===== src/rtl/seltrans_pkg.sv =====
package seltrans_pkg;
  localparam int PA_W    = 24;
  localparam int OFF_W   = 16;
  localparam int SEL_W   = 16;
  localparam int IDX_W   = SEL_W - 3;
  localparam int PL_W    = 2;
  localparam int WORD_W  = 16;
  localparam int NWORDS  = 4;
  localparam int TOP_W   = IDX_W + 3;

  typedef enum logic [1:0] {
    FLT_NONE = 2'd0,
    FLT_GP   = 2'd1,
    FLT_NP   = 2'd2
  } fault_e;

  typedef struct packed {
    logic             vld;
    logic             nul;
    logic [PA_W-1:0]  base;
    logic [OFF_W-1:0] lim;
  } seg_desc_t;

  function automatic logic [PA_W-1:0] desc_addr_f(logic [PA_W-1:0] tbase,
                                                  logic [IDX_W-1:0] idx);
    return tbase + PA_W'({idx, 3'b000});
  endfunction

  function automatic logic tab_over_f(logic [IDX_W-1:0] idx, logic [OFF_W-1:0] tlim);
    logic [TOP_W-1:0] last;
    last = {idx, 3'b111};
    return last > TOP_W'(tlim);
  endfunction

  function automatic logic priv_fail_f(logic [PL_W-1:0] cur, logic [PL_W-1:0] req,
                                       logic [PL_W-1:0] dpl);
    logic [PL_W-1:0] eff;
    eff = (cur > req) ? cur : req;
    return eff > dpl;
  endfunction

  function automatic logic [PA_W-1:0] phys_f(logic [PA_W-1:0] base, logic [OFF_W-1:0] off);
    return base + PA_W'(off);
  endfunction

  function automatic logic off_over_f(logic [OFF_W-1:0] off, logic [OFF_W-1:0] lim);
    return off > lim;
  endfunction
endpackage


===== src/rtl/seltrans_tables.sv =====
module seltrans_tables
  import seltrans_pkg::*;
(
  input  logic             clk,
  input  logic             rst_n,
  input  logic             wr_en,
  input  logic             wr_local,
  input  logic [PA_W-1:0]  wr_base,
  input  logic [OFF_W-1:0] wr_limit,
  output logic [PA_W-1:0]  gbase,
  output logic [OFF_W-1:0] glim,
  output logic [PA_W-1:0]  lbase,
  output logic [OFF_W-1:0] llim
);
  always_ff @(posedge clk) begin
    if (!rst_n) begin
      gbase <= '0;
      glim  <= '0;
      lbase <= '0;
      llim  <= '0;
    end else if (wr_en) begin
      if (wr_local) begin
        lbase <= wr_base;
        llim  <= wr_limit;
      end else begin
        gbase <= wr_base;
        glim  <= wr_limit;
      end
    end
  end
endmodule


===== src/rtl/seltrans_fetch.sv =====
module seltrans_fetch
  import seltrans_pkg::*;
#(
  parameter int SEG_W = 2
) (
  input  logic              clk,
  input  logic              rst_n,
  input  logic              ld_valid,
  input  logic [SEG_W-1:0]  ld_seg,
  input  logic [SEL_W-1:0]  ld_sel,
  input  logic [PL_W-1:0]   cpl,
  input  logic [PA_W-1:0]   gbase,
  input  logic [OFF_W-1:0]  glim,
  input  logic [PA_W-1:0]   lbase,
  input  logic [OFF_W-1:0]  llim,
  output logic              mem_rd_en,
  output logic [PA_W-1:0]   mem_addr,
  input  logic [WORD_W-1:0] mem_rdata,
  output logic              busy,
  output logic              done,
  output fault_e            code,
  output logic              commit,
  output logic [SEG_W-1:0]  commit_seg,
  output seg_desc_t         commit_desc
);
  localparam int CNT_W = $clog2(NWORDS);

  typedef enum logic [1:0] {S_IDLE, S_FETCH, S_WAIT, S_CHECK} st_e;

  st_e              state_q;
  logic [CNT_W-1:0] cnt_q;
  logic [CNT_W-1:0] rd_idx_q;
  logic             rd_pend_q;
  logic [PA_W-1:0]  daddr_q;
  logic [PL_W-1:0]  rpl_q;
  logic [SEG_W-1:0] seg_q;
  logic [WORD_W-1:0] w0_q, w1_q, w2_q;
  logic             done_q, commit_q, null_q;
  fault_e           code_q;

  // Selector decode
  logic [IDX_W-1:0] sel_idx;
  logic             sel_ti;
  logic             sel_null;
  logic [PA_W-1:0]  tab_base;
  logic [OFF_W-1:0] tab_lim;
  logic             tab_over;
  logic             ld_accept;

  assign sel_idx   = ld_sel[SEL_W-1:3];
  assign sel_ti    = ld_sel[2];
  assign sel_null  = (sel_idx == '0) && !sel_ti;
  assign tab_base  = sel_ti ? lbase : gbase;
  assign tab_lim   = sel_ti ? llim  : glim;
  assign tab_over  = tab_over_f(sel_idx, tab_lim);
  assign ld_accept = ld_valid && (state_q == S_IDLE);

  // Descriptor checks
  logic            chk_present;
  logic [PL_W-1:0] chk_dpl;
  logic            chk_priv_fail;
  fault_e          chk_code;
  logic            spare_unused;

  assign chk_present   = w2_q[15];
  assign chk_dpl       = w2_q[14:13];
  assign chk_priv_fail = priv_fail_f(cpl, rpl_q, chk_dpl);
  assign chk_code      = chk_priv_fail ? FLT_GP : (!chk_present ? FLT_NP : FLT_NONE);
  assign spare_unused  = ^w2_q[12:8];

  assign mem_rd_en = (state_q == S_FETCH);
  assign mem_addr  = daddr_q + PA_W'({cnt_q, 1'b0});
  assign busy      = (state_q != S_IDLE);
  assign done      = done_q;
  assign code      = code_q;
  assign commit    = commit_q;
  assign commit_seg = seg_q;
  assign commit_desc = '{vld: 1'b1, nul: null_q, base: {w2_q[7:0], w1_q}, lim: w0_q};

  always_ff @(posedge clk) begin
    if (!rst_n) begin
      state_q   <= S_IDLE;
      cnt_q     <= '0;
      rd_idx_q  <= '0;
      rd_pend_q <= 1'b0;
      daddr_q   <= '0;
      rpl_q     <= '0;
      seg_q     <= '0;
      w0_q      <= '0;
      w1_q      <= '0;
      w2_q      <= '0;
      done_q    <= 1'b0;
      commit_q  <= 1'b0;
      null_q    <= 1'b0;
      code_q    <= FLT_NONE;
    end else begin
      done_q    <= 1'b0;
      commit_q  <= 1'b0;
      rd_pend_q <= mem_rd_en;
      rd_idx_q  <= cnt_q;
      if (rd_pend_q) begin
        case (rd_idx_q)
          CNT_W'(0): w0_q <= mem_rdata;
          CNT_W'(1): w1_q <= mem_rdata;
          CNT_W'(2): w2_q <= mem_rdata;
          default: ;
        endcase
      end
      case (state_q)
        S_IDLE: begin
          if (ld_accept) begin
            seg_q <= ld_seg;
            rpl_q <= ld_sel[1:0];
            if (sel_null) begin
              done_q   <= 1'b1;
              commit_q <= 1'b1;
              null_q   <= 1'b1;
              code_q   <= FLT_NONE;
            end else if (tab_over) begin
              done_q <= 1'b1;
              code_q <= FLT_GP;
            end else begin
              daddr_q <= desc_addr_f(tab_base, sel_idx);
              cnt_q   <= '0;
              state_q <= S_FETCH;
            end
          end
        end
        S_FETCH: begin
          cnt_q <= cnt_q + CNT_W'(1);
          if (cnt_q == CNT_W'(NWORDS - 1)) state_q <= S_WAIT;
        end
        S_WAIT: state_q <= S_CHECK;
        S_CHECK: begin
          done_q   <= 1'b1;
          code_q   <= chk_code;
          commit_q <= (chk_code == FLT_NONE);
          null_q   <= 1'b0;
          state_q  <= S_IDLE;
        end
        default: state_q <= S_IDLE;
      endcase
    end
  end

  AST_RD_CONSECUTIVE: assert property (@(posedge clk) disable iff (!rst_n)
    mem_rd_en && $past(mem_rd_en) |-> mem_addr == $past(mem_addr) + PA_W'(2));
  AST_NULL_NO_FETCH: assert property (@(posedge clk) disable iff (!rst_n)
    ld_accept && sel_null |=> !mem_rd_en && !busy && done);
  AST_TABLE_BOUND: assert property (@(posedge clk) disable iff (!rst_n)
    ld_accept && !sel_null && tab_over |=> !busy && done && code == FLT_GP);
  AST_BUSY_ENDS_IN_DONE: assert property (@(posedge clk) disable iff (!rst_n)
    $fell(busy) |-> done);
endmodule


===== src/rtl/seltrans_segcache.sv =====
module seltrans_segcache
  import seltrans_pkg::*;
#(
  parameter int NSEG  = 4,
  parameter int SEG_W = 2
) (
  input  logic             clk,
  input  logic             rst_n,
  input  logic             commit,
  input  logic [SEG_W-1:0] commit_seg,
  input  seg_desc_t        commit_desc,
  input  logic             acc_valid,
  input  logic [SEG_W-1:0] acc_seg,
  input  logic [OFF_W-1:0] acc_off,
  output logic             acc_done,
  output logic [PA_W-1:0]  acc_addr,
  output fault_e           acc_code
);
  seg_desc_t ent [NSEG];

  for (genvar g = 0; g < NSEG; g++) begin : gen_slot
    seg_desc_t slot_q;
    always_ff @(posedge clk) begin
      if (!rst_n) slot_q <= '0;
      else if (commit && (int'(commit_seg) == g)) slot_q <= commit_desc;
    end
    assign ent[g] = slot_q;
  end

  seg_desc_t cur;
  logic      unusable;
  logic      over;

  assign cur      = (int'(acc_seg) < NSEG) ? ent[acc_seg] : '0;
  assign unusable = !cur.vld || cur.nul;
  assign over     = off_over_f(acc_off, cur.lim);

  always_ff @(posedge clk) begin
    if (!rst_n) begin
      acc_done <= 1'b0;
      acc_addr <= '0;
      acc_code <= FLT_NONE;
    end else begin
      acc_done <= acc_valid;
      if (acc_valid) begin
        if (unusable || over) begin
          acc_code <= FLT_GP;
          acc_addr <= '0;
        end else begin
          acc_code <= FLT_NONE;
          acc_addr <= phys_f(cur.base, acc_off);
        end
      end
    end
  end

  AST_ACC_LATENCY: assert property (@(posedge clk) disable iff (!rst_n)
    acc_done |-> $past(acc_valid));
  AST_ACC_WITHIN_LIMIT: assert property (@(posedge clk) disable iff (!rst_n)
    acc_done && acc_code == FLT_NONE |-> $past(acc_off) <= $past(cur.lim));
  AST_UNUSABLE_FAULTS: assert property (@(posedge clk) disable iff (!rst_n)
    acc_done && $past(unusable) |-> acc_code == FLT_GP);
endmodule


===== src/rtl/seltrans_unit.sv =====
module seltrans_unit
  import seltrans_pkg::*;
#(
  parameter int NSEG  = 4,
  parameter int SEG_W = $clog2(NSEG)
) (
  input  logic              clk,
  input  logic              rst_n,
  input  logic              tbl_wr_en,
  input  logic              tbl_wr_local,
  input  logic [PA_W-1:0]   tbl_wr_base,
  input  logic [OFF_W-1:0]  tbl_wr_limit,
  input  logic [PL_W-1:0]   cpl,
  input  logic              ld_valid,
  input  logic [SEG_W-1:0]  ld_seg,
  input  logic [SEL_W-1:0]  ld_selector,
  output logic              ld_busy,
  output logic              ld_done,
  output logic [1:0]        ld_fault,
  output logic              mem_rd_en,
  output logic [PA_W-1:0]   mem_addr,
  input  logic [WORD_W-1:0] mem_rdata,
  input  logic              acc_valid,
  input  logic [SEG_W-1:0]  acc_seg,
  input  logic [OFF_W-1:0]  acc_offset,
  output logic              acc_done,
  output logic [PA_W-1:0]   acc_addr,
  output logic [1:0]        acc_fault
);
  logic [PA_W-1:0]  gbase, lbase;
  logic [OFF_W-1:0] glim, llim;
  fault_e           ld_code, acc_code;
  logic             commit;
  logic [SEG_W-1:0] commit_seg;
  seg_desc_t        commit_desc;

  seltrans_tables u_tables (
    .clk(clk), .rst_n(rst_n), .wr_en(tbl_wr_en), .wr_local(tbl_wr_local),
    .wr_base(tbl_wr_base), .wr_limit(tbl_wr_limit),
    .gbase(gbase), .glim(glim), .lbase(lbase), .llim(llim)
  );

  seltrans_fetch #(.SEG_W(SEG_W)) u_fetch (
    .clk(clk), .rst_n(rst_n), .ld_valid(ld_valid), .ld_seg(ld_seg),
    .ld_sel(ld_selector), .cpl(cpl),
    .gbase(gbase), .glim(glim), .lbase(lbase), .llim(llim),
    .mem_rd_en(mem_rd_en), .mem_addr(mem_addr), .mem_rdata(mem_rdata),
    .busy(ld_busy), .done(ld_done), .code(ld_code),
    .commit(commit), .commit_seg(commit_seg), .commit_desc(commit_desc)
  );

  seltrans_segcache #(.NSEG(NSEG), .SEG_W(SEG_W)) u_cache (
    .clk(clk), .rst_n(rst_n), .commit(commit), .commit_seg(commit_seg),
    .commit_desc(commit_desc), .acc_valid(acc_valid), .acc_seg(acc_seg),
    .acc_off(acc_offset), .acc_done(acc_done), .acc_addr(acc_addr),
    .acc_code(acc_code)
  );

  assign ld_fault  = ld_code;
  assign acc_fault = acc_code;
endmodule


===== config.mk =====
export PLATFORM = sky130hd
export DESIGN_NAME = seltrans_unit
export DESIGN_NICKNAME = d
export VERILOG_FILES = /design/src/rtl/seltrans_pkg.sv /design/src/rtl/seltrans_tables.sv /design/src/rtl/seltrans_fetch.sv /design/src/rtl/seltrans_segcache.sv /design/src/rtl/seltrans_unit.sv
export SDC_FILE = /design/constraint.sdc
export NUM_CORES = 1
export LEC_CHECK = 0
export BUFFER_PORTS_ARGS = -buffer_cell sky130_fd_sc_hd__buf_4
export CAP_MARGIN = 20
export CELL_PAD_IN_SITES_DETAIL_PLACEMENT = 1
export CELL_PAD_IN_SITES_GLOBAL_PLACEMENT = 1
export CORE_MARGIN = 4
export CORE_UTILIZATION = 48
export DETAILED_ROUTE_END_ITERATION = 6
export GPL_TIMING_DRIVEN = 0
export HOLD_SLACK_MARGIN = 0.1
export PLACE_DENSITY_LB_ADDON = 0.15
export SYNTH_ARGS = -nofsm -noshare
export SYNTH_HDL_FRONTEND = slang
export SYNTH_SLANG_ARGS = --single-unit

===== constraint.sdc =====
create_clock -name clk -period 11.83 [get_ports clk]
set_input_delay 1.7745 -clock clk [delete_from_list [all_inputs] [get_ports clk]]
set_output_delay 1.7745 -clock clk [all_outputs]
set_load 0.02 [all_outputs]

==> impl_summary.log, run 1 <==
INFO  metric run_status = finished, final reports clean
INFO  metric die_width = 195 microns
INFO  metric total_of_warnings_raised_by_yosys = 0
INFO  metric cell_taking_the_most_area_after_synthesis = dfxtp_1
INFO  metric detailedRoute.firstIterationViolations = ~1000
INFO  metric rr_startpoint = u_cache.ent[16]
INFO  metric startpoint_type = input port
INFO  metric max-cap-violations = 0
INFO  metric path_delay_family = compound AO/OA/AOI/OAI gates
INFO  metric critical_path_depth = 13
INFO  metric start_util = approximately half
INFO  metric worst_path_largest_cell_delay = 660 ps
INFO  metric fin_setup_tns = 0 ps
INFO  metric cp_max_fo = 10
INFO  metric layout_common_cells = nand2_1, dfxtp_1, a21oi_1
INFO  metric numCtsBuffers = 40
INFO  metric synth_edf_count = 0
INFO  metric slowest_stage = clkbuf_1
INFO  metric placed_cells_incl_taps = 2648
INFO  metric p_leak = 7.36 nW
INFO  metric avgViaCountPerCell = 5.88
INFO  metric via_count_of_the_first_global_routing_pass = 16406
INFO  metric crit_path_start = acc_seg[1]
INFO  metric rsz0062_at_grt = false
INFO  metric timing_hold_violations_final = 0
INFO  metric synth_cell_types = 72
INFO  metric post_drt_wl_per_cell = 22.5 microns
INFO  metric power = just under 3 mW
INFO  metric clock_insertion_delay_worst_skew = 550 ps
INFO  metric initial_antenna_violation_count = 2
INFO  metric synthesis.area_per_instance = 8.23 sq um
INFO  metric slew_viol_final = 0
INFO  metric detail_route.first_pass.iterations = 5
INFO  metric power.switching_fraction = between 20% and 30%
INFO  metric worst_path_most_repeated_cell = buf_2
INFO  metric timing.final.setup_violations = 0
INFO  metric drive_above_1_share = roughly 14%
INFO  metric stdcell_area = 19800 sq um
INFO  metric area_growth_syn_to_layout = 18.1%
INFO  metric io_pins = 156
INFO  metric ant_nets = 0
INFO  metric mappedNetlistArea = ~17000 sq um
INFO  metric timing.setup.critical_path_class = input port to flip-flop
INFO  metric ys_seq_area_share = 42.5%
INFO  metric relative_slew_slack = 21.3%
INFO  metric drt-total-wl = between 60000 and 70000 microns
INFO  metric postLayoutCoreUtil = 57.5%
INFO  metric clock_tree.root_cell = clkbuf_16
INFO  metric max_freq = between 150 and 200 MHz
INFO  metric synthesized_instance_count = roughly 2000
INFO  metric critPathArrivalTime = 6040 ps
INFO  metric finalWeightedCongestion = 0.875
INFO  metric mostFrequentLayoutCell = nand2_1
INFO  metric fp-row-count = 68
INFO  metric grt_first_pass_wirelength = 93400 microns
INFO  metric crit_path_end = u_cache.acc_addr[18]
INFO  metric grt_max_degree = 14
INFO  metric timing.reg2reg.worst_path_depth = 10
INFO  metric tightest_slew = 1180 ps
INFO  metric cts_tree = done
INFO  metric critical_path.n_buffers_inverters = 3
INFO  metric cts-root-to-sink-buffers = 3
INFO  metric combPwrFrac = 13.0%
INFO  metric die_height = 195 microns
INFO  metric post_layout_nonfiller_instances = 2722
INFO  metric synth-async-reset-ratio = 0%
INFO  metric post-cts-setup-buffers = 0
INFO  metric ys_ff_latch = 357
INFO  metric finClkSkew = 21.4 ps
INFO  metric grtUsageTotal = a little under a third
INFO  metric vdd_ir_drop_max = 0.000110 V
INFO  metric power_switching = 801 uW
INFO  metric postCtsResizedCells = 0
INFO  metric synthTopCellsByArea = dfxtp_1, nand2_1, a21oi_1
INFO  metric synth_nets = 2215
INFO  metric clk_pin_slew_worst_paths = 60 ps
INFO  metric fill_cells = 4268
INFO  metric ys_dominant_reg_cell = dfxtp_1
INFO  metric post_dp_cell_area = 18500 sq um
INFO  metric clockPowerShare = 43.3%
INFO  metric die_area = 38100 sq um
INFO  metric post_detailed_route_drc_marker_count = 0
INFO  metric hpwl = 44900 microns
INFO  metric critical_path.endpoint_type = flip-flop
INFO  metric timing.critical_path.cells = buf_2 > buf_2 > clkbuf_1 > mux4_2 > ha_1 > fa_1 > a211o_1 > a211oi_2 > nor4b_2 > o31ai_2 > or3_1 > nand3_1 > a32o_1
INFO  metric reg2reg_setup_slack = 8380 ps
INFO  metric cts-htree-levels = 2
INFO  metric cts.sink_count = 357
INFO  metric portBuffers = 150
INFO  metric pwr_density_cell = 147 nW/um^2
INFO  metric hold_path.class = flip-flop to flip-flop
INFO  metric post-route-worst-setup-slack = 6220 ps
INFO  metric pre_cts_ws = 5750 ps
INFO  metric synth_top_area_share = 42.5%
INFO  metric intPower = between 2 and 2.5 mW
INFO  metric gr-total-overflow = 0
INFO  metric dr_total_vias = 16014
INFO  metric r2r-end = u_cache.acc_addr[18]
INFO  metric placeableCoreArea = 34500 sq um
INFO  metric power.sequential.fraction = 43.8%
INFO  metric nNetsFinal = 2408
INFO  metric req_time_crit_path = about 12000 ps
INFO  metric timing.hold.ws = 454 ps
INFO  metric final.period_utilization = 47.4%
INFO  metric fin_crit = 5610 ps
INFO  metric ctsHoldBuffers = 0
## sequential cells by signal (all words and copies together), names as in the netlist, 2 cells and up
name	flops
u_cache.acc_addr	24
u_cache.ent	168
u_fetch.cnt_q	2
u_fetch.code	2
u_fetch.commit_seg	2
u_fetch.daddr_q	24
u_fetch.rd_idx_q	2
u_fetch.rpl_q	2
u_fetch.state_q	2
u_fetch.w0_q	16
u_fetch.w1_q	16
u_fetch.w2_q	11
u_tables.gbase	24
u_tables.glim	16
u_tables.lbase	24
u_tables.llim	16
## worst min path at each step
stage | start | to | slack, ps | depth (start not counted)
3_3_place_gp | u_cache.ent[40] | u_cache.ent[40] | 440 | 2
4_1_cts | u_cache.ent[40] | u_cache.ent[40] | 450 | 2
6_report | u_cache.acc_addr[23] | u_cache.acc_addr[23] | 450 | 2
5_1_grt | u_tables.gbase[21] | u_tables.gbase[21] | 470 | 2
2_1_floorplan | u_cache.ent[83] | u_cache.ent[83] | 430 | 2
3_5_place_dp | u_cache.ent[40] | u_cache.ent[40] | 440 | 2
## tightest hold or removal path: stages, from the launching register on
cell	delay [ps]
dfxtp_1	310
nand2_1	50
o21ai_1	50
## metal layers
layer	part of all wire (%)	track usage [%]	vias to the layer above
met1	43	42.1	7974
met2	46	49.1	576
met3	7.6	6.57	131
met5	0	0	-
li1	-	-	7333
met4	3.2	10.4	0
## power groups by stage
stage	Sequential (mW)	Combinational (mW)	Clock, mW
CTS	1.28	0.374	1.27
finish	1.28	0.379	1.27
floorplan	1.30	0.222	0
global placement	1.30	0.354	0
detailed placement	1.31	0.370	0
global route	1.29	0.409	1.33
## logic make-up after synthesis
logic type      count (synthesis)  share of synthesized area [%]
compound gates                466                           15.9
mux                            90                           8.38
buf+inv                       170                           4.12
simple gates                  834                           20.8
flops                         357                           42.5
fa+ha+maj                      73                           5.57
xor+xnor                       51                           2.66
other cells                     1                         0.0223
## final cells by class
type	count	area [sq um]	area share (%)
sequential	357	7150	36.0
multi-input combinational	1515	8970	45.2
clock inverter	12	103	0.517
tap	455	569	2.87
buffer	128	534	2.69
timing repair buffer	151	1130	5.71
inverter	42	158	0.794
antenna	2	5.00	0.0252
clock buffer	60	1230	6.18
## Yosys cell counts (10+ instances only)
master / instances
a211oi_1: 13
a21o_1: 23
a21oi_1: 324
clkbuf_1: 102
dfxtp_1: 357
ha_1: 70
inv_1: 42
mux2_2: 16
mux2i_1: 35
mux4_2: 39
nand2_1: 642
nand3_1: 28
nand3b_1: 17
nor2_1: 66
o21a_1: 10
o21ai_0: 27
o31ai_1: 10
xnor2_1: 33
xor2_1: 18
No activity file was read; power rests on OpenSTA's default activity.
==> run 2, diff against run 1 <==
--- a/config.mk
+++ b/config.mk
@@ -10,7 +10,7 @@
 export CELL_PAD_IN_SITES_DETAIL_PLACEMENT = 1
 export CELL_PAD_IN_SITES_GLOBAL_PLACEMENT = 1
 export CORE_MARGIN = 4
-export CORE_UTILIZATION = 48
+export CORE_UTILIZATION = 41
 export DETAILED_ROUTE_END_ITERATION = 6
 export GPL_TIMING_DRIVEN = 0
 export HOLD_SLACK_MARGIN = 0.1
==> constraint.sdc (replaced) <==
create_clock -name clk -period 5.1 [get_ports clk]
set_input_delay 0.765 -clock clk [delete_from_list [all_inputs] [get_ports clk]]
set_output_delay 0.765 -clock clk [all_outputs]
set_load 0.02 [all_outputs]
==> run 2 against run 1 <==
Against the previous run: clock skew is 6.3 ps higher; combinational power is 130% higher; wire length is 0.15% lower; global-route usage is 4.0 points lower; hold slack worse by 5.0 ps; cell count is 2.6% higher; clock power is 140% higher; via count is 2.8% lower; critical endpoint unchanged.
==> impl_summary.log, run 2 (synthesis results as in run 1) <==
INFO  metric run_status = finished, final reports clean
INFO  metric fp-row-count = 73 (+7.4%)
INFO  metric avgViaCountPerCell = 5.57 (-5.3%)
INFO  metric via_count_of_the_first_global_routing_pass = 16226 (-1.1%)
INFO  metric hold_path.class = flip-flop to flip-flop
INFO  metric timing.setup.critical_path_class = input port to flip-flop
INFO  metric pwr_density_cell = 342 nW/um^2 (+130%)
INFO  metric max_freq = 217 MHz
INFO  metric die_height = 210 microns (+7.9%)
INFO  metric tightest_slew = 1090 ps (-92.4 ps)
INFO  metric dr_total_vias = 15568 (-2.8%)
INFO  metric rsz0062_at_grt = false
INFO  metric multi_input_comb_area = 8970 sq um (unchanged)
INFO  metric post_layout_nonfiller_instances = 2793 (+2.6%)
INFO  metric grt_first_pass_wirelength = 93300 microns (about the same)
INFO  metric timing_hold_violations_final = 0 (unchanged)
INFO  metric timing.final.setup_violations = 0 (unchanged)
INFO  metric cts-htree-levels = 2 (unchanged)
INFO  metric numCtsBuffers = 41 (+2.5%)
INFO  metric clock_tree.root_cell = clkbuf_16
INFO  metric area.sequential = 7150 sq um (unchanged)
INFO  metric postCtsResizedCells = 0 (unchanged)
INFO  metric clk_pin_slew_worst_paths = 60 ps (about the same)
INFO  metric die_width = 210 microns (+7.9%)
INFO  metric reg2reg_setup_slack = 1620 ps (-6760 ps)
INFO  metric gr-total-overflow = 0 (unchanged)
INFO  metric post_detailed_route_drc_marker_count = 0 (unchanged)
INFO  metric drt-total-wl = 61100 microns (-0.15%)
INFO  metric fill_cells = 4899 (+15%)
INFO  metric cp_max_fo = 10 (unchanged)
INFO  metric ctsHoldBuffers = 0 (unchanged)
INFO  metric placed_cells_incl_taps = 2717 (+2.6%)
INFO  metric critPathArrivalTime = 5070 ps (-970 ps)
INFO  metric portBuffers = 150 (unchanged)
INFO  metric worst_path_most_repeated_cell = buf_2
INFO  metric critical_path.endpoint_type = flip-flop
INFO  metric grt_max_degree = 13 (-1)
INFO  metric finalWeightedCongestion = 0.859 (-1.9%)
INFO  metric timing.reg2reg.worst_path_depth = 10 (unchanged)
INFO  metric clock_insertion_delay_worst_skew = 570 ps (+20 ps)
INFO  metric slowest_stage = clkbuf_1
INFO  metric timing.critical_path.cells = buf_2 > buf_2 > clkbuf_1 > mux4_2 > ha_1 > fa_1 > a211o_1 > a211oi_2 > nor4b_2 > o31ai_2 > or3_1 > nand3_1 > a32o_1
INFO  metric area_growth_syn_to_layout = 18.8%
INFO  metric slew_viol_final = 0 (unchanged)
INFO  metric mostFrequentLayoutCell = nand2_1
INFO  metric worstHoldPathCells = 2 (unchanged)
INFO  metric post-cts-setup-buffers = 0 (unchanged)
INFO  metric start_util = 41.9% (-6.7 points)
INFO  metric stdcell_area = 20000 sq um (+0.62%)
INFO  metric post_dp_cell_area = 18600 sq um (+0.43%)
INFO  metric req_time_crit_path = 5560 ps (-6700 ps)
INFO  metric nNetsFinal = 2410 (+0.083%)
INFO  metric finClkSkew = 27.7 ps (+6.30 ps)
INFO  metric initial_antenna_violation_count = 4 (+2)
INFO  metric largest_register_ff_count = 168 (unchanged)
INFO  metric final.period_utilization = 90.4%
INFO  metric fin_crit = between 4000 and 5000 ps
INFO  metric post_drt_wl_per_cell = 21.9 microns (-2.7%)
INFO  metric cts-root-to-sink-buffers = 3 (unchanged)
INFO  metric vdd_ir_drop_max = 0.000255 V (+130%)
INFO  metric relative_slew_slack = 27.5% (+6.2 points)
INFO  metric ant_nets = 0 (unchanged)
INFO  metric fin_setup_tns = 0 ps (unchanged)
INFO  metric postLayoutCoreUtil = 49.8% (-7.6 points)
INFO  metric drive_above_1_share = 14.0% (-0.088 points)
INFO  metric placeableCoreArea = 40100 sq um (+16%)
INFO  metric detail_route.first_pass.iterations = 5 (unchanged)
INFO  metric cts_tree = done
INFO  metric timing.hold.ws = 449 ps (-5.02 ps)
INFO  metric cts.sink_count = 357 (unchanged)
INFO  metric worst_path_largest_cell_delay = 690 ps (+30 ps)
INFO  metric layout_common_cells = nand2_1, dfxtp_1, a21oi_1
INFO  metric max-cap-violations = 0 (unchanged)
INFO  metric hpwl = 45700 microns (+1.9%)
INFO  metric detailedRoute.firstIterationViolations = 936 (-7.1%)
INFO  metric grtUsageTotal = 26.9% (-4.0 points)
INFO  metric die_area = 44300 sq um (+16%)
INFO  metric io_pins = 156 (unchanged)
INFO  metric p_leak = 7.37 nW (+0.16%)
INFO  metric startpoint_type = input port
[run 2: metrics by stage]
stage / power [mW] / setup slack, ps
after detailed placement: 3.88 / 48.0
after CTS: 6.86 / 631
final: 6.83 / 491
after floorplan: 3.52 / 1100
after global placement: 3.85 / 95.5
after global routing: 7.08 / 340
[run 2: worst paths after layout]
kind / from / to
hold / removal: u_cache.acc_addr[19] / u_cache.acc_addr[19]
setup / recovery: acc_seg[1] / u_cache.acc_addr[18]
hold reg to reg: u_cache.acc_addr[19] / u_cache.acc_addr[19]
setup reg to reg: u_cache.ent[142] / u_cache.acc_addr[18]
[run 2: cell type report]
class | count | area share, %
clock buffer | 62 | 6.30
sequential | 357 | 35.8
timing repair buffer | 152 | 5.70
inverter | 42 | 0.789
multi-input combinational | 1515 | 44.9
tap | 525 | 3.29
clock inverter | 9 | 0.508
buffer | 128 | 2.68
antenna | 3 | 0.0376
[run 2: worst max-delay path, delay by kind of cell]
kind	cells	cell delay, ps
adder cells (fa/ha/maj)	2	680
multiplexers	1	460
buffers and inverters	3	1290
AO/OA/AOI/OAI	4	1440
AND/OR/NAND/NOR	3	440
[run 2: power breakdown]
| part | switching [mW] | internal (mW) |
|---|---|---|
| Sequential | 0.0923 | 2.88 |
| Combinational | 0.536 | 0.329 |
| Clock | 1.19 | 1.80 |
| Total | 1.82 | 5.00 |
[run 2: layer usage]
metal,vias up,track usage (%),share of wire [%]
met1,7749,37.8,46
li1,7339,-,-
met5,-,0,0.021
met2,392,43.1,46
met4,2,6.64,2.1
met3,86,5.15,5.8
==> run 3, diff against run 2 <==
--- a/config.mk
+++ b/config.mk
@@ -14,7 +14,8 @@
 export DETAILED_ROUTE_END_ITERATION = 6
 export GPL_TIMING_DRIVEN = 0
 export HOLD_SLACK_MARGIN = 0.1
-export PLACE_DENSITY_LB_ADDON = 0.15
+export PLACE_DENSITY_LB_ADDON = 0.1
+export SETUP_SLACK_MARGIN = 0.05
 export SYNTH_ARGS = -nofsm -noshare
 export SYNTH_HDL_FRONTEND = slang
 export SYNTH_SLANG_ARGS = --single-unit
==> run 3 against run 2 <==
Against the previous run: clock power grew 3%; sequential power hardly changed; die area is the same; non-clock buffer count shrank 1; cell count is essentially flat; combinational power is essentially flat; via count decreased by 0.41%; sequential cell count stayed put; power up 1.2%; core utilization grew 0.087 points; first-iteration DRC count rose by 21%; critical path depth did not move.
==> impl_summary.log, run 3 (synthesis results as in run 1) <==
INFO  metric stdcell_area = 20000 sq um (+0.18%)
INFO  metric postCtsResizedCells = 0 (unchanged)
INFO  metric hold_path.class = flip-flop to flip-flop
INFO  metric path_delay_family = compound AO/OA/AOI/OAI gates
INFO  metric numCtsBuffers = 42 (+2.4%)
INFO  metric clock_tree.root_cell = clkbuf_16
INFO  metric run_status = finished, final reports clean
INFO  metric drt-total-wl = 60500 microns (-0.88%)
INFO  metric cts_tree = done
INFO  metric avgViaCountPerCell = 5.55 (-0.48%)
INFO  metric clock_insertion_delay_worst_skew = 560 ps (about the same)
INFO  metric grt_max_degree = 13 (unchanged)
INFO  metric worst_path_most_repeated_cell = buf_2
INFO  metric relative_slew_slack = 28.8% (+1.4 points)
INFO  metric vdd_ir_drop_max = 0.000207 V (-19%)
INFO  metric post_detailed_route_drc_marker_count = 0 (unchanged)
INFO  metric initial_antenna_violation_count = 3 (-1)
INFO  metric placeableCoreArea = 40100 sq um (unchanged)
INFO  metric cp_max_fo = 10 (unchanged)
INFO  metric area.sequential = 7150 sq um (unchanged)
INFO  metric ant_nets = 0 (unchanged)
INFO  metric fill_cells = 4907 (+0.16%)
INFO  metric post_dp_cell_area = 18600 sq um (about the same)
INFO  metric pwr_density_cell = 345 nW/um^2 (+0.98%)
INFO  metric post_layout_nonfiller_instances = 2795 (+0.072%)
INFO  metric post-route-worst-setup-slack = 489 ps (-2.25 ps)
INFO  metric req_time_crit_path = 5550 ps (about the same)
INFO  metric dr_total_vias = 15504 (-0.41%)
INFO  metric hpwl = 45400 microns (-0.59%)
INFO  metric power = 6.91 mW (+1.2%)
INFO  metric area_growth_syn_to_layout = 19.0%
INFO  metric io_pins = 156 (unchanged)
INFO  metric critical_path.n_buffers_inverters = 3 (unchanged)
INFO  metric rsz0062_at_grt = false
INFO  metric multi_input_comb_area = 8970 sq um (about the same)
INFO  metric nNetsFinal = 2410 (unchanged)
INFO  metric ctsHoldBuffers = 0 (unchanged)
INFO  metric layout_common_cells = nand2_1, dfxtp_1, a21oi_1
INFO  metric worst_path_largest_cell_delay = 680 ps (about the same)
INFO  metric via_count_of_the_first_global_routing_pass = 15774 (-2.8%)
INFO  metric timing.hold.worst.start = u_tables.gbase[4]
INFO  metric placed_cells_incl_taps = 2718 (+0.037%)
INFO  metric cts-root-to-sink-buffers = 3 (unchanged)
INFO  metric rr_startpoint = u_cache.ent[16]
INFO  metric timing.setup.critical_path_class = input port to flip-flop
INFO  metric cts.sink_count = 357 (unchanged)
INFO  metric gr-total-overflow = 0 (unchanged)
INFO  metric finalWeightedCongestion = 0.877 (+2.0%)
INFO  metric timing.critical_path.cells = buf_2 > buf_2 > clkbuf_1 > mux4_2 > ha_1 > fa_1 > a211o_1 > a211oi_2 > nor4b_2 > o31ai_2 > or3_1 > nand3_1 > a32o_1
INFO  metric r2r-end = u_cache.acc_addr[18]
INFO  metric critical_path.endpoint_type = flip-flop
INFO  metric timing.reg2reg.worst_path_depth = 10 (unchanged)
INFO  metric tightest_slew = 1070 ps (-20.3 ps)
INFO  metric detail_route.first_pass.iterations = 6 (+1)
INFO  metric startpoint_type = input port
INFO  metric fp-row-count = 73 (unchanged)
INFO  metric post_drt_wl_per_cell = 21.7 microns (-0.96%)
INFO  metric max_freq = 217 MHz (about the same)
INFO  metric p_leak = 7.38 nW (+0.18%)
INFO  metric detailedRoute.firstIterationViolations = 1132 (+21%)
INFO  metric drive_above_1_share = 13.9% (-0.018 points)
INFO  metric pre_cts_ws = -41.9 ps (-89.9 ps)
INFO  metric finClkSkew = 9.60 ps (-18.1 ps)
INFO  metric mostFrequentLayoutCell = nand2_1
INFO  metric fin_setup_tns = 0 ps (unchanged)
INFO  metric holdPathEnd = u_tables.gbase[4]
INFO  metric timing_hold_violations_final = 0 (unchanged)
INFO  metric die_width = 210 microns (unchanged)
INFO  metric largest_register_ff_count = 168 (unchanged)
INFO  metric grt_first_pass_wirelength = 92400 microns (-0.95%)
INFO  metric die_area = 44300 sq um (unchanged)
INFO  metric slew_viol_final = 0 (unchanged)
INFO  metric critPathArrivalTime = 5060 ps (about the same)
INFO  metric grtUsageTotal = 26.9% (-0.028 points)
INFO  metric clk_pin_slew_worst_paths = 60 ps (about the same)
INFO  metric worstHoldPathCells = 2 (unchanged)
INFO  metric die_height = 210 microns (unchanged)
INFO  metric start_util = 41.9% (unchanged)
INFO  metric fin_crit = 4610 ps (+2.25 ps)
INFO  metric final.period_utilization = 90.4% (about the same)
INFO  metric slowest_stage = clkbuf_1
INFO  metric cts-htree-levels = 2 (unchanged)
INFO  metric portBuffers = 150 (unchanged)
INFO  metric reg2reg_setup_slack = 1650 ps (+30 ps)
INFO  metric timing.final.setup_violations = 0 (unchanged)
INFO  metric post-cts-setup-buffers = 0 (unchanged)
INFO  metric max-cap-violations = 0 (unchanged)
-- run 3: cell count changes in the layout (fill, tap and decap cells not counted), sizes merged --
cell / change
clkbuf: +1
clkinv: -1
bufinv: +1
inv: +1
clkdlybuf4s18: +1
diode: -1
-- run 3: routing by layer --
layer  GRT usage [%]  routed length [microns]  vias to the layer above
met5               0                       13                        -
met4            7.44                     1500                        2
met3            4.54                     3840                       98
met2            42.3                    26900                      435
met1            38.5                    28200                     7607
li1                -                        -                     7362
-- run 3: power by group --
group,switching [mW],leakage (nW),internal [mW]
clock network,1.22,0.683,1.85
logic,0.538,3.81,0.327
registers,0.0909,2.89,2.88
total,1.85,7.38,5.05
-- run 3: per-stage QoR --
| stage | utilization [%] | hold WS, ps |
|---|---|---|
| floorplan | - | 427 |
| global placement | 46.4 | 439 |
| detailed placement | 46.4 | 444 |
| CTS | 49.9 | 428 |
| global route | 49.9 | 449 |
| finish | 49.9 | 453 |
-- run 3: worst max-delay path by stage --
| stage | startpoint | to | slack [ps] | cells past startpoint |
|---|---|---|---|---|
| global placement | acc_seg[1] | u_cache.acc_addr[18] | 70 | 13 |
| global route | acc_seg[1] | u_cache.acc_addr[22] | 350 | 13 |
| detailed placement | acc_seg[1] | u_cache.acc_addr[18] | -40 | 13 |
| floorplan | acc_seg[0] | u_cache.acc_addr[18] | 1100 | 13 |
| CTS | acc_seg[1] | u_cache.acc_addr[18] | 550 | 13 |
| finish | acc_seg[1] | u_cache.acc_addr[18] | 490 | 13 |
-- run 3: final cells by class --
cell class / instances / area share (%)
tap: 525 / 3.28
inverter: 42 / 0.788
antenna: 2 / 0.0250
clock buffer: 65 / 6.29
multi-input combinational: 1515 / 44.9
sequential: 357 / 35.7
timing repair buffer: 151 / 5.68
clock inverter: 10 / 0.676
buffer: 128 / 2.67
-- run 3: tightest hold or removal path, stage by stage (launching register included) --
cell and delay (ps):
dfxtp_1 300, nand2_1 50, a21oi_1 50
